===== src/rtl/cflag_pkg.sv =====
package cflag_pkg;

  // Fixed flag positions; a downstream condition decoder depends on them.
  localparam int CARRY_POS  = 0;
  localparam int PARITY_POS = 2;
  localparam int AUX_POS    = 4;
  localparam int ZERO_POS   = 6;
  localparam int SIGN_POS   = 7;
  localparam int OVF_POS    = 11;

  typedef struct packed {
    logic carry;
    logic aux;
    logic zero;
    logic sign;
    logic parity;
    logic ovf;
  } cond_t;

  // Carry out of one bit column, recovered from the two addends and the sum bit.
  function automatic logic col_carry(input logic a, input logic b, input logic s);
    return (a & b) | ((a ^ b) & ~s);
  endfunction

endpackage


===== src/rtl/cflag_width_sel.sv =====
module cflag_width_sel #(
  parameter  int MAX_BYTES = 8,
  localparam int DW        = MAX_BYTES * 8,
  localparam int IDXW      = $clog2(DW)
) (
  input  logic [3:0]    op_bytes,
  input  logic [DW-1:0] a_i,
  input  logic [DW-1:0] b_i,
  input  logic [DW-1:0] r_i,
  output logic          a_top_o,
  output logic          b_top_o,
  output logic          r_top_o,
  output logic [DW-1:0] r_live_o
);

  int unsigned nbytes;
  logic [IDXW-1:0] top_idx;
  logic [MAX_BYTES-1:0] lane_on;

  always_comb begin
    nbytes = MAX_BYTES;
    if ((op_bytes == 4'd1 || op_bytes == 4'd2 || op_bytes == 4'd4 || op_bytes == 4'd8) &&
        (32'(op_bytes) <= MAX_BYTES))
      nbytes = 32'(op_bytes);
    top_idx = IDXW'(nbytes * 8 - 1);
  end

  generate
    for (genvar l = 0; l < MAX_BYTES; l++) begin : g_lane
      assign lane_on[l] = (l < nbytes);
      assign r_live_o[l*8 +: 8] = lane_on[l] ? r_i[l*8 +: 8] : 8'h00;
    end
  endgenerate

  assign a_top_o = a_i[top_idx];
  assign b_top_o = b_i[top_idx];
  assign r_top_o = r_i[top_idx];

  always_comb begin
    AST_LANES_CONTIG: assert ((lane_on & (lane_on + 1'b1)) == '0)
      else $error("enabled lanes not contiguous from lane 0");
  end

endmodule


===== src/rtl/cflag_cond.sv =====
module cflag_cond
  import cflag_pkg::*;
#(
  parameter  int MAX_BYTES = 8,
  localparam int DW        = MAX_BYTES * 8
) (
  input  logic          a_top_i,
  input  logic          b_top_i,
  input  logic          r_top_i,
  input  logic [3:0]    a_nib_i,
  input  logic [3:0]    b_nib_i,
  input  logic [3:0]    r_nib_i,
  input  logic [DW-1:0] r_live_i,
  output cond_t         cond_o
);

  logic a3, b3, r3;
  assign a3 = a_nib_i[3];
  assign b3 = b_nib_i[3];
  assign r3 = r_nib_i[3];

  always_comb begin
    cond_o.carry  = col_carry(a_top_i, b_top_i, r_top_i);
    cond_o.aux    = col_carry(a3, b3, r3);
    cond_o.zero   = (r_live_i == '0);
    cond_o.sign   = r_top_i;
    cond_o.parity = ~^r_live_i[7:0];
    cond_o.ovf    = (a_top_i == b_top_i) && (r_top_i != a_top_i);
  end

  always_comb begin
    AST_ZERO_NOT_NEG: assert (!(cond_o.zero && cond_o.sign))
      else $error("zero result reported negative");
    AST_ZERO_EVEN_PAR: assert (!cond_o.zero || cond_o.parity)
      else $error("zero result reported odd parity");
  end

endmodule


===== src/rtl/cflag_merge.sv =====
module cflag_merge #(
  parameter int FLAG_W = 32
) (
  input  logic [FLAG_W-1:0] old_i,
  input  logic [FLAG_W-1:0] mask_i,
  input  logic [FLAG_W-1:0] cond_i,
  output logic [FLAG_W-1:0] new_o
);

  generate
    for (genvar i = 0; i < FLAG_W; i++) begin : g_bit
      assign new_o[i] = mask_i[i] ? cond_i[i] : old_i[i];
    end
  endgenerate

  always_comb begin
    AST_KEEP_UNMASKED: assert (((new_o ^ old_i) & ~mask_i) == '0)
      else $error("unmasked flag changed");
    AST_MASKED_FROM_COND: assert (((new_o ^ cond_i) & mask_i) == '0)
      else $error("masked flag differs from its condition");
  end

endmodule


===== src/rtl/cflag_gen.sv =====
module cflag_gen
  import cflag_pkg::*;
#(
  parameter  int FLAG_W       = 32,
  parameter  int MAX_BYTES    = 8,
  parameter  int SHADOW_C_POS = 28,
  parameter  int SHADOW_Z_POS = 29,
  localparam int DW           = MAX_BYTES * 8
) (
  input  logic [FLAG_W-1:0] old_flags,
  input  logic [FLAG_W-1:0] upd_mask,
  input  logic [DW-1:0]     result,
  input  logic [DW-1:0]     opnd_a,
  input  logic [DW-1:0]     opnd_b,
  input  logic [3:0]        op_bytes,
  output logic [FLAG_W-1:0] new_flags
);

  logic a_top, b_top, r_top;
  logic [DW-1:0] r_live;
  cond_t cond;
  logic [FLAG_W-1:0] cond_vec;

  cflag_width_sel #(.MAX_BYTES(MAX_BYTES)) u_width (
    .op_bytes (op_bytes),
    .a_i      (opnd_a),
    .b_i      (opnd_b),
    .r_i      (result),
    .a_top_o  (a_top),
    .b_top_o  (b_top),
    .r_top_o  (r_top),
    .r_live_o (r_live)
  );

  cflag_cond #(.MAX_BYTES(MAX_BYTES)) u_cond (
    .a_top_i  (a_top),
    .b_top_i  (b_top),
    .r_top_i  (r_top),
    .a_nib_i  (opnd_a[3:0]),
    .b_nib_i  (opnd_b[3:0]),
    .r_nib_i  (result[3:0]),
    .r_live_i (r_live),
    .cond_o   (cond)
  );

  always_comb begin
    cond_vec               = '0;
    cond_vec[CARRY_POS]    = cond.carry;
    cond_vec[PARITY_POS]   = cond.parity;
    cond_vec[AUX_POS]      = cond.aux;
    cond_vec[ZERO_POS]     = cond.zero;
    cond_vec[SIGN_POS]     = cond.sign;
    cond_vec[OVF_POS]      = cond.ovf;
    cond_vec[SHADOW_C_POS] = cond.carry;
    cond_vec[SHADOW_Z_POS] = cond.zero;
  end

  cflag_merge #(.FLAG_W(FLAG_W)) u_merge (
    .old_i  (old_flags),
    .mask_i (upd_mask),
    .cond_i (cond_vec),
    .new_o  (new_flags)
  );

  always_comb begin
    AST_SHADOW_CARRY: assert (!(upd_mask[SHADOW_C_POS] && upd_mask[CARRY_POS]) ||
                              (new_flags[SHADOW_C_POS] == new_flags[CARRY_POS]))
      else $error("shadow carry disagrees with carry");
    AST_SHADOW_ZERO: assert (!(upd_mask[SHADOW_Z_POS] && upd_mask[ZERO_POS]) ||
                             (new_flags[SHADOW_Z_POS] == new_flags[ZERO_POS]))
      else $error("shadow zero disagrees with zero");
  end

endmodule


===== config.mk =====
export PLATFORM = sky130hd
export DESIGN_NAME = cflag_gen
export DESIGN_NICKNAME = d
export VERILOG_FILES = /design/src/rtl/cflag_pkg.sv /design/src/rtl/cflag_width_sel.sv /design/src/rtl/cflag_cond.sv /design/src/rtl/cflag_merge.sv /design/src/rtl/cflag_gen.sv
export SDC_FILE = /design/constraint.sdc
export NUM_CORES = 1
export LEC_CHECK = 0
export ABC_AREA = 1
export BUFFER_PORTS_ARGS = -buffer_cell sky130_fd_sc_hd__clkbuf_2
export CAP_MARGIN = 20
export CORE_AREA = 2 2 114 116
export DETAILED_ROUTE_END_ITERATION = 10
export DIE_AREA = 0 0 116 118
export SYNTH_ARGS = -nofsm -noshare
export SYNTH_HDL_FRONTEND = slang
export SYNTH_SLANG_ARGS = --single-unit

===== constraint.sdc =====
create_clock -name vclk -period 9.4
set_clock_uncertainty 0.15 [all_clocks]
set_input_delay 2.35 -clock vclk [all_inputs]
set_output_delay 2.35 -clock vclk [all_outputs]
set_load 0.01 [all_outputs]

# Word level (Yosys, flattened, before mapping)
# Index checks and enable logic that the tools add are counted.
[totals]
word_cells = 81
register_bits = 0
in_bits = 260
output_inout_bits = 32
[classes]
bitwise_logic = 10
eq_ne = 6
n_lt_le_gt_ge = 10
add_sub_neg = 1
reduce_logical = 7
mux = 47
[op_table]
columns = ["op", "n"]
rows = [
  ["$logic_not 64->1", 1],
  ["$mux 8", 8],
  ["$mux 1", 35],
  ["$bmux 1 s6", 3],
  ["$lt 3x4->1 const A", 4],
  ["$lt 1x4->1 const A", 2],
  ["$lt 2x4->1 const A", 2],
  ["$reduce_xnor 8->1", 1],
  ["$lt 6x7->1 const B", 1],
  ["$sub 6x1->6 const B", 1],
  ["$and 1x1->1", 4],
  ["$eq 4x1->1 const B", 1],
  ["$eq 4x2->1 const B", 1],
  ["$eq 4x3->1 const B", 1],
  ["$eq 4x4->1 const B", 1],
  ["$le 4x4->1 const B", 1],
  ["$mux 4", 1],
  ["$logic_or 1x1->1", 3],
  ["$logic_and 1x1->1", 2],
  ["$not 1->1", 2],
  ["$or 1x1->1", 2],
  ["$xor 1x1->1", 2],
  ["$eq 1x1->1", 1],
  ["$ne 1x1->1", 1],
]

# Longest topological paths before layout
# Gate-level depths: netlist of run 1.
[depth]
ltp_word = 13
mapped_depth = 15
ltp_nobuf = 14

# Modules after synthesis
# A second synthesis of run 1 with hierarchy kept.
[hier_totals]
hier_cells = 397
area_unflattened_um2 = 1700.4
[by_module_without_submodules]
columns = ["module", "cells_per_inst", "area_per_inst_um2", "instances", "seq_area_each_um2"]
rows = [
  ["cflag_width_sel", 161, 716.9, 1, 0.0],
  ["cflag_cond", 107, 499.2, 1, 0.0],
  ["cflag_merge", 128, 480.5, 1, 0.0],
  ["cflag_gen", 1, 3.8, 1, 0.0],
]

# Worst setup path before layout of run 1
# Ideal clock, no wire load.
[synth_path]
kind = "input port to output port"
startpoint = "in op_bytes[3]"
endpoint = "out new_flags[11]"
arrival_time_ps = 4169
path_buffers = 1
path_stages = 13
setup_slack_ps = 2731
required_ps = 6900
cell_sequence = "nor2_4 nand2_4 buf_6 inv_1 ha_1 inv_1 nand3_2 nand3_2 nand2_2 ha_1 nor2_1 nand3_1 nand2_1"
[synth_via]
elab_chain_len = 12
word_cells_on_any_way = 21
classes_between = "add/sub (1); order compare (1); eq/ne (6); mux (8); reduce/logical (5)"
[synth_rtl]
columns = ["element", "line", "source"]
rows = [
  ["start, declared", "cflag_gen.sv:15", "input logic [3:0] op_bytes,"],
  ["$eq 4x1->1 / $eq 4x2->1 (equally long branches)", "cflag_width_sel.sv:22", "if ((op_bytes == 4'd1 || op_bytes == 4'd2 || op_bytes == 4'd4 || op_bytes == 4'd8) &&"],
  ["$logic_or 1x1->1 (3 in a row)", "cflag_width_sel.sv:22", ""],
  ["$logic_and 1x1->1 *", "cflag_width_sel.sv:22", ""],
  ["$mux 4 *", "cflag_width_sel.sv:22", ""],
  ["$sub 6x1->6 *", "cflag_width_sel.sv:25", "top_idx = IDXW'(nbytes * 8 - 1);"],
  ["$bmux 1 s6, on equally long branches", "cflag_width_sel.sv:35, cflag_width_sel.sv:36, cflag_width_sel.sv:37", ""],
  ["$mux 1, on equally long branches", "cflag_width_sel.sv:35, cflag_width_sel.sv:36, cflag_width_sel.sv:37", ""],
  ["$eq 1x1->1 / $ne 1x1->1 (equally long branches)", "cflag_cond.sv:28", "cond_o.ovf = (a_top_i == b_top_i) && (r_top_i != a_top_i);"],
  ["$logic_and 1x1->1 *", "cflag_cond.sv:28", ""],
  ["$mux 1 *", "cflag_merge.sv:12", "assign new_o[i] = mask_i[i] ? cond_i[i] : old_i[i];"],
  ["end, declared", "cflag_gen.sv:16", "output logic [FLAG_W-1:0] new_flags"],
]
# Mark *: on every way between the ends. The rest lies on a longest branch, timed or not. The select of a mux whose other input is x is not followed.

# Final worst setup path of run 1
# Same ends and word-level chain as after synthesis.

==> impl_metrics.py, run 1 <==
metrics = {
    "setup_path": {
        "path_class": "in2out",
        "path_max_fanout": 13,
        "end_kind": "output port",
        "crit_required_ns": 6.90,
        "critPathLaunchType": "input port",
        "worstPathArrival_ns": 4.66,
    },
    "global_routing": {
        "gr-total-overflow": 0,
        "grt_max_degree": 14,
        "track_usage": 0.07788,
        "grt_pass1_vias": 1887,
        "antenna_found_initial": 0,
        "grt_pass1_wl_um": 8445,
    },
    "logic_synthesis": {
        "postSynthAreaPerCell_um2": 4.850,
        "yosys-top-cells-area": "nor2_1, nand2_1, inv_1",
        "synth_top_cell_by_area": "nor2_1",
        "synth_top_area_share": 0.2089,
        "netlist_instances": 226,
        "yosys-top-cells-count": "nor2_1, nand2_1, inv_1",
        "synth_most_common_cell": "nor2_1",
        "ys_seq_area_frac": 0,
        "netlist_area_um2": 1096,
        "syn_nets": 493,
        "ys_warn_count": 0,
        "synth_cell_types": 21,
    },
    "timing": {
        "clock.fmax_mhz": 139.6,
        "worstMarginPinSlew_ns": 0.3216,
        "finalHoldViolCount": 0,
        "setup_viol": 0,
        "report.final.slew_viol_count": 0,
        "tns_ns": 0,
        "post-route-min-period_ns": 7.163,
        "whs_ns": 4.768,
        "max_slew_margin": 0.7848,
        "post-route-period-util": 0.7621,
        "grt_setup_unrepaired": "no",
    },
    "floorplanning": {
        "floorplan.rows": 41,
        "dieArea_um2": 13690,
        "core_um2": 12410,
        "dieHeight_um": 118,
        "fp.dieW_um": 116,
        "start_util": 0.08829,
        "io_pins": 292,
    },
    "min_path": {
        "hold_depth": 3,
        "holdCritPathClass": "in2out",
    },
    "cells_and_area": {
        "nClkBuffers": 0,
        "seqCellArea_um2": 0,
        "nNetsFinal": 676,
        "final_cells": 579,
        "antenna_cells": 0,
        "drive_above_1_share": 0.4988,
        "seq_cell_count": 0,
        "area_delta_synth_final_pct": 101.7,
    },
    "placement": {
        "gp_congestion": 0.7219,
        "numPortBuffers": 182,
        "dp_cells": 579,
        "dpl.hpwl_um": 5392,
    },
    "drt": {
        "drt_wl_total_um": 5600,
        "drtIter0Drc": 17,
        "remaining_drc_errors": 0,
        "avgViaCountPerCell": 3.356,
        "dr_total_vias": 1943,
        "detail_route.first_pass.iterations": 4,
        "routedWlPerCell_um": 9.672,
        "postRouteAntennaNets": 0,
    },
    "pwr": {
        "power.leakage_nw": 1.450,
        "vdd.ir_drop.worst_v": 0.00001396,
        "report.power.total_mw": 0.08734,
        "cellPowerDensity_nw_per_um2": 39.50,
    },
    "cts": {
        "cts_hold_buf": 0,
        "post-cts-setup-buffer-count": 0,
        "cts-resized-gates": 0,
    },
    "outcome": {
        "status": "complete, no violations",
    },
    "job": {
        "drv_cap": 0,
    },
}
-- final cells by class --
cell class         instances  area, um2
inverters                 49      183.9
repair buffers           182      910.9
well taps                172      215.2
fillers                 1504      10200
multi-input cells        176      900.9
-- placed cells by master (no fill, tap or decap), types with 2 or more instances in the layout --
cell type,n
clkbuf_2,182
nor2_1,61
nand2_1,50
inv_1,47
nand3_1,21
nand3_2,9
ha_1,7
nand4_1,5
nand2_2,5
a21oi_1,4
inv_2,2
nor2_4,2
nand2_4,2
xor2_1,2
o21ai_0,2
-- report_power, final --
part,switching [mW],internal [mW],leakage (nW)
logic,0.0424,0.0450,1.45
clock network,0,0,0
registers,0,0,0
total,0.0424,0.0450,1.45
-- metal layers --
| metal | vias up | GRT usage | part of all wire |
|---|---|---|---|
| met5 | - | 0 | 0 |
| met3 | 2 | 0.02832 | 0.15 |
| met4 | 0 | 0.005208 | 0.0079 |
| li1 | 1053 | - | - |
| met1 | 758 | 0.09209 | 0.42 |
| met2 | 130 | 0.1393 | 0.42 |
-- final timing paths --
| kind | from | end | slack, ns |
|---|---|---|---|
| worst max-delay path | op_bytes[3] | new_flags[11] | 2.24 |
| worst min-delay path | upd_mask[25] | new_flags[25] | 4.77 |
-- critical path: stages --
cell	delay, ns
clkbuf_2	0.12
nor2_4	0.27
nand2_4	0.17
inv_1	0.17
ha_1	0.37
inv_1	0.26
nand3_2	0.13
nand3_2	0.08
nand2_2	0.06
ha_1	0.30
nor2_1	0.10
nand3_1	0.09
nand2_1	0.06
clkbuf_2	0.12
-- through the flow --
stage	setup slack [ns]	util	area (um2)
after global placement	2.174	0.1781	2211
after CTS	2.163	0.1781	2211
after global routing	1.934	0.1781	2211
after detailed placement	2.173	0.1781	2211
after floorplan	2.731	-	1096
final	2.237	0.1781	2211
-- logic make-up (layout without fill, tap and decap cells) --
group	Yosys count	after routing	synth area share
xor+xnor	3	3	0.02398
fa+ha+maj	7	7	0.07991
mux	1	1	0.01027
simple gates	157	157	0.6690
compound gates	8	8	0.03881
buf+inv	50	231	0.1781
(Power assumes the default switching activity.)
==> run 2, diff against run 1 <==
CORE_AREA = 2 2 113 115   (was 2 2 114 116)
DIE_AREA = 0 0 115 117   (was 0 0 116 118)
clock period = 7.2 ns   (was 9.4 ns; I/O delays follow)
==> run 2 against run 1 <==
Non-clock buffer count unchanged. Clock-buffer cell count unchanged. Sequential cell count is the same. Critical path depth stayed put. Combinational power up 31%. Critical endpoint unchanged. Sequential share of layout area did not move. First-iteration DRC count up 35%. Die area decreased by 1.7%. Largest cell class unchanged. Cell area shrank 1.2%. Cell count fell by 3.8%. Routed wire length shrank 3.3%. Global-route usage shrank 0.64 points.
==> impl_metrics.py, run 2 (synthesis gave the netlist of run 1 again) <==
metrics = {
    "outcome": {
        "status": "complete, no violations",
    },
    "global_routing": {
        "gr-total-overflow": 0,
        "grt_max_degree": 14,
        "antenna_found_initial": 0,
        "grt_pass1_wl_um": 7452,
        "track_usage": 0.07149,
        "grt_pass1_vias": 1595,
    },
    "drt": {
        "routedWlPerCell_um": 9.720,
        "remaining_drc_errors": 0,
        "postRouteAntennaNets": 0,
        "drt_wl_total_um": 5414,
        "dr_total_vias": 1936,
        "detail_route.first_pass.iterations": 4,
        "avgViaCountPerCell": 3.476,
        "drtIter0Drc": 23,
    },
    "cells_and_area": {
        "final_cells": 557,
        "seqCellArea_um2": 0,
        "layout_common_cells": "clkbuf_2, nor2_1, nand2_1, inv_1, nand3_1",
        "finalCoreUtilization": 0.1773,
        "drive_above_1_share": 0.4988,
        "nClkBuffers": 0,
        "area_delta_synth_final_pct": 99.20,
        "antenna_cells": 0,
        "seq_cell_count": 0,
        "num-fill-cells": 1463,
        "layout_commonest_cell": "clkbuf_2",
        "nNetsFinal": 676,
    },
    "pwr": {
        "cellPowerDensity_nw_per_um2": 52.03,
        "power.leakage_nw": 1.450,
        "vdd.ir_drop.worst_v": 0.00002131,
    },
    "setup_path": {
        "path_cells": "clkbuf_2 -> nor2_4 -> nand2_4 -> inv_1 -> ha_1 -> inv_1 -> nand3_2 -> nand3_2 -> nand2_2 -> ha_1 -> nor2_1 -> nand3_1 -> nand2_1 -> clkbuf_2",
        "crit_required_ns": 5.25,
        "worstPathArrival_ns": 4.16,
        "crit_path_max_incr_delay_ns": 0.37,
        "cpMaxStageDelayCell": "ha_1",
        "cpLargestDelayFamily": "simple AND/OR/NAND/NOR gates",
        "path_class": "in2out",
        "critPathLaunchType": "input port",
        "path_max_fanout": 13,
        "end_kind": "output port",
        "cp_num_buf_inv": 4,
    },
    "floorplanning": {
        "dieHeight_um": 117,
        "io_pins": 292,
        "dieArea_um2": 13460,
        "fp.dieW_um": 115,
        "start_util": 0.08902,
        "core_um2": 12310,
        "floorplan.rows": 41,
    },
    "placement": {
        "numPortBuffers": 182,
        "gp_congestion": 0.7856,
        "dpl.hpwl_um": 5162,
        "dp_cells": 557,
        "pre_cts_ws_ns": 1.064,
    },
    "timing": {
        "max_slew_margin": 0.7993,
        "finalHoldViolCount": 0,
        "setup_viol": 0,
        "grt_setup_unrepaired": "no",
        "post-route-min-period_ns": 6.111,
        "clock.fmax_mhz": 163.6,
        "tns_ns": 0,
        "post-route-period-util": 0.8487,
        "whs_ns": 3.668,
        "fin_ws_ns": 1.089,
        "report.final.slew_viol_count": 0,
        "worstMarginPinSlew_ns": 0.2983,
    },
    "job": {
        "drv_cap": 0,
    },
    "cts": {
        "post-cts-setup-buffer-count": 0,
        "cts-resized-gates": 0,
        "cts_hold_buf": 0,
    },
    "min_path": {
        "holdCritPathClass": "in2out",
    },
}
[run 2: cell counts in the layout (fill, tap and decap cells not counted)]
No cell type changed its count.
[run 2: power breakdown]
part | internal, mW | leakage (nW) | switching, mW
Combinational | 0.0587 | 1.45 | 0.0549
Sequential | 0 | 0 | 0
Clock | 0 | 0 | 0
[run 2: routing by layer]
layer,track usage,wire [um],vias to the layer above
li1,-,-,1052
met1,0.09209,2348,761
met2,0.1282,2393,123
met3,0.01854,671,0
met4,0,0,0
met5,0,0,-
[run 2: tightest hold or removal path, delay by kind of cell]
family        cells  cell delay, ns
buf+inv           2            0.18
simple gates      1            0.03
[run 2: layout make-up]
| class | count | area (um2) | share of cell area |
|---|---|---|---|
| inverter | 49 | 183.9 | 0.08424 |
| timing repair buffer | 182 | 910.9 | 0.4172 |
| multi-input combinational | 176 | 900.9 | 0.4126 |
| tap | 150 | 187.7 | 0.08596 |
[run 2: final timing paths]
path / to / from / depth (start not counted)
worst max-delay path: new_flags[11] / op_bytes[3] / 14
worst min-delay path: new_flags[14] / upd_mask[14] / 3
[run 2: through the flow]
stage / power (mW) / area (um2)
after global routing: 0.1311 / 2183
after floorplan: 0.05395 / 1096
after detailed placement: 0.1153 / 2183
after global placement: 0.1143 / 2183
final: 0.1136 / 2183
after CTS: 0.1158 / 2183
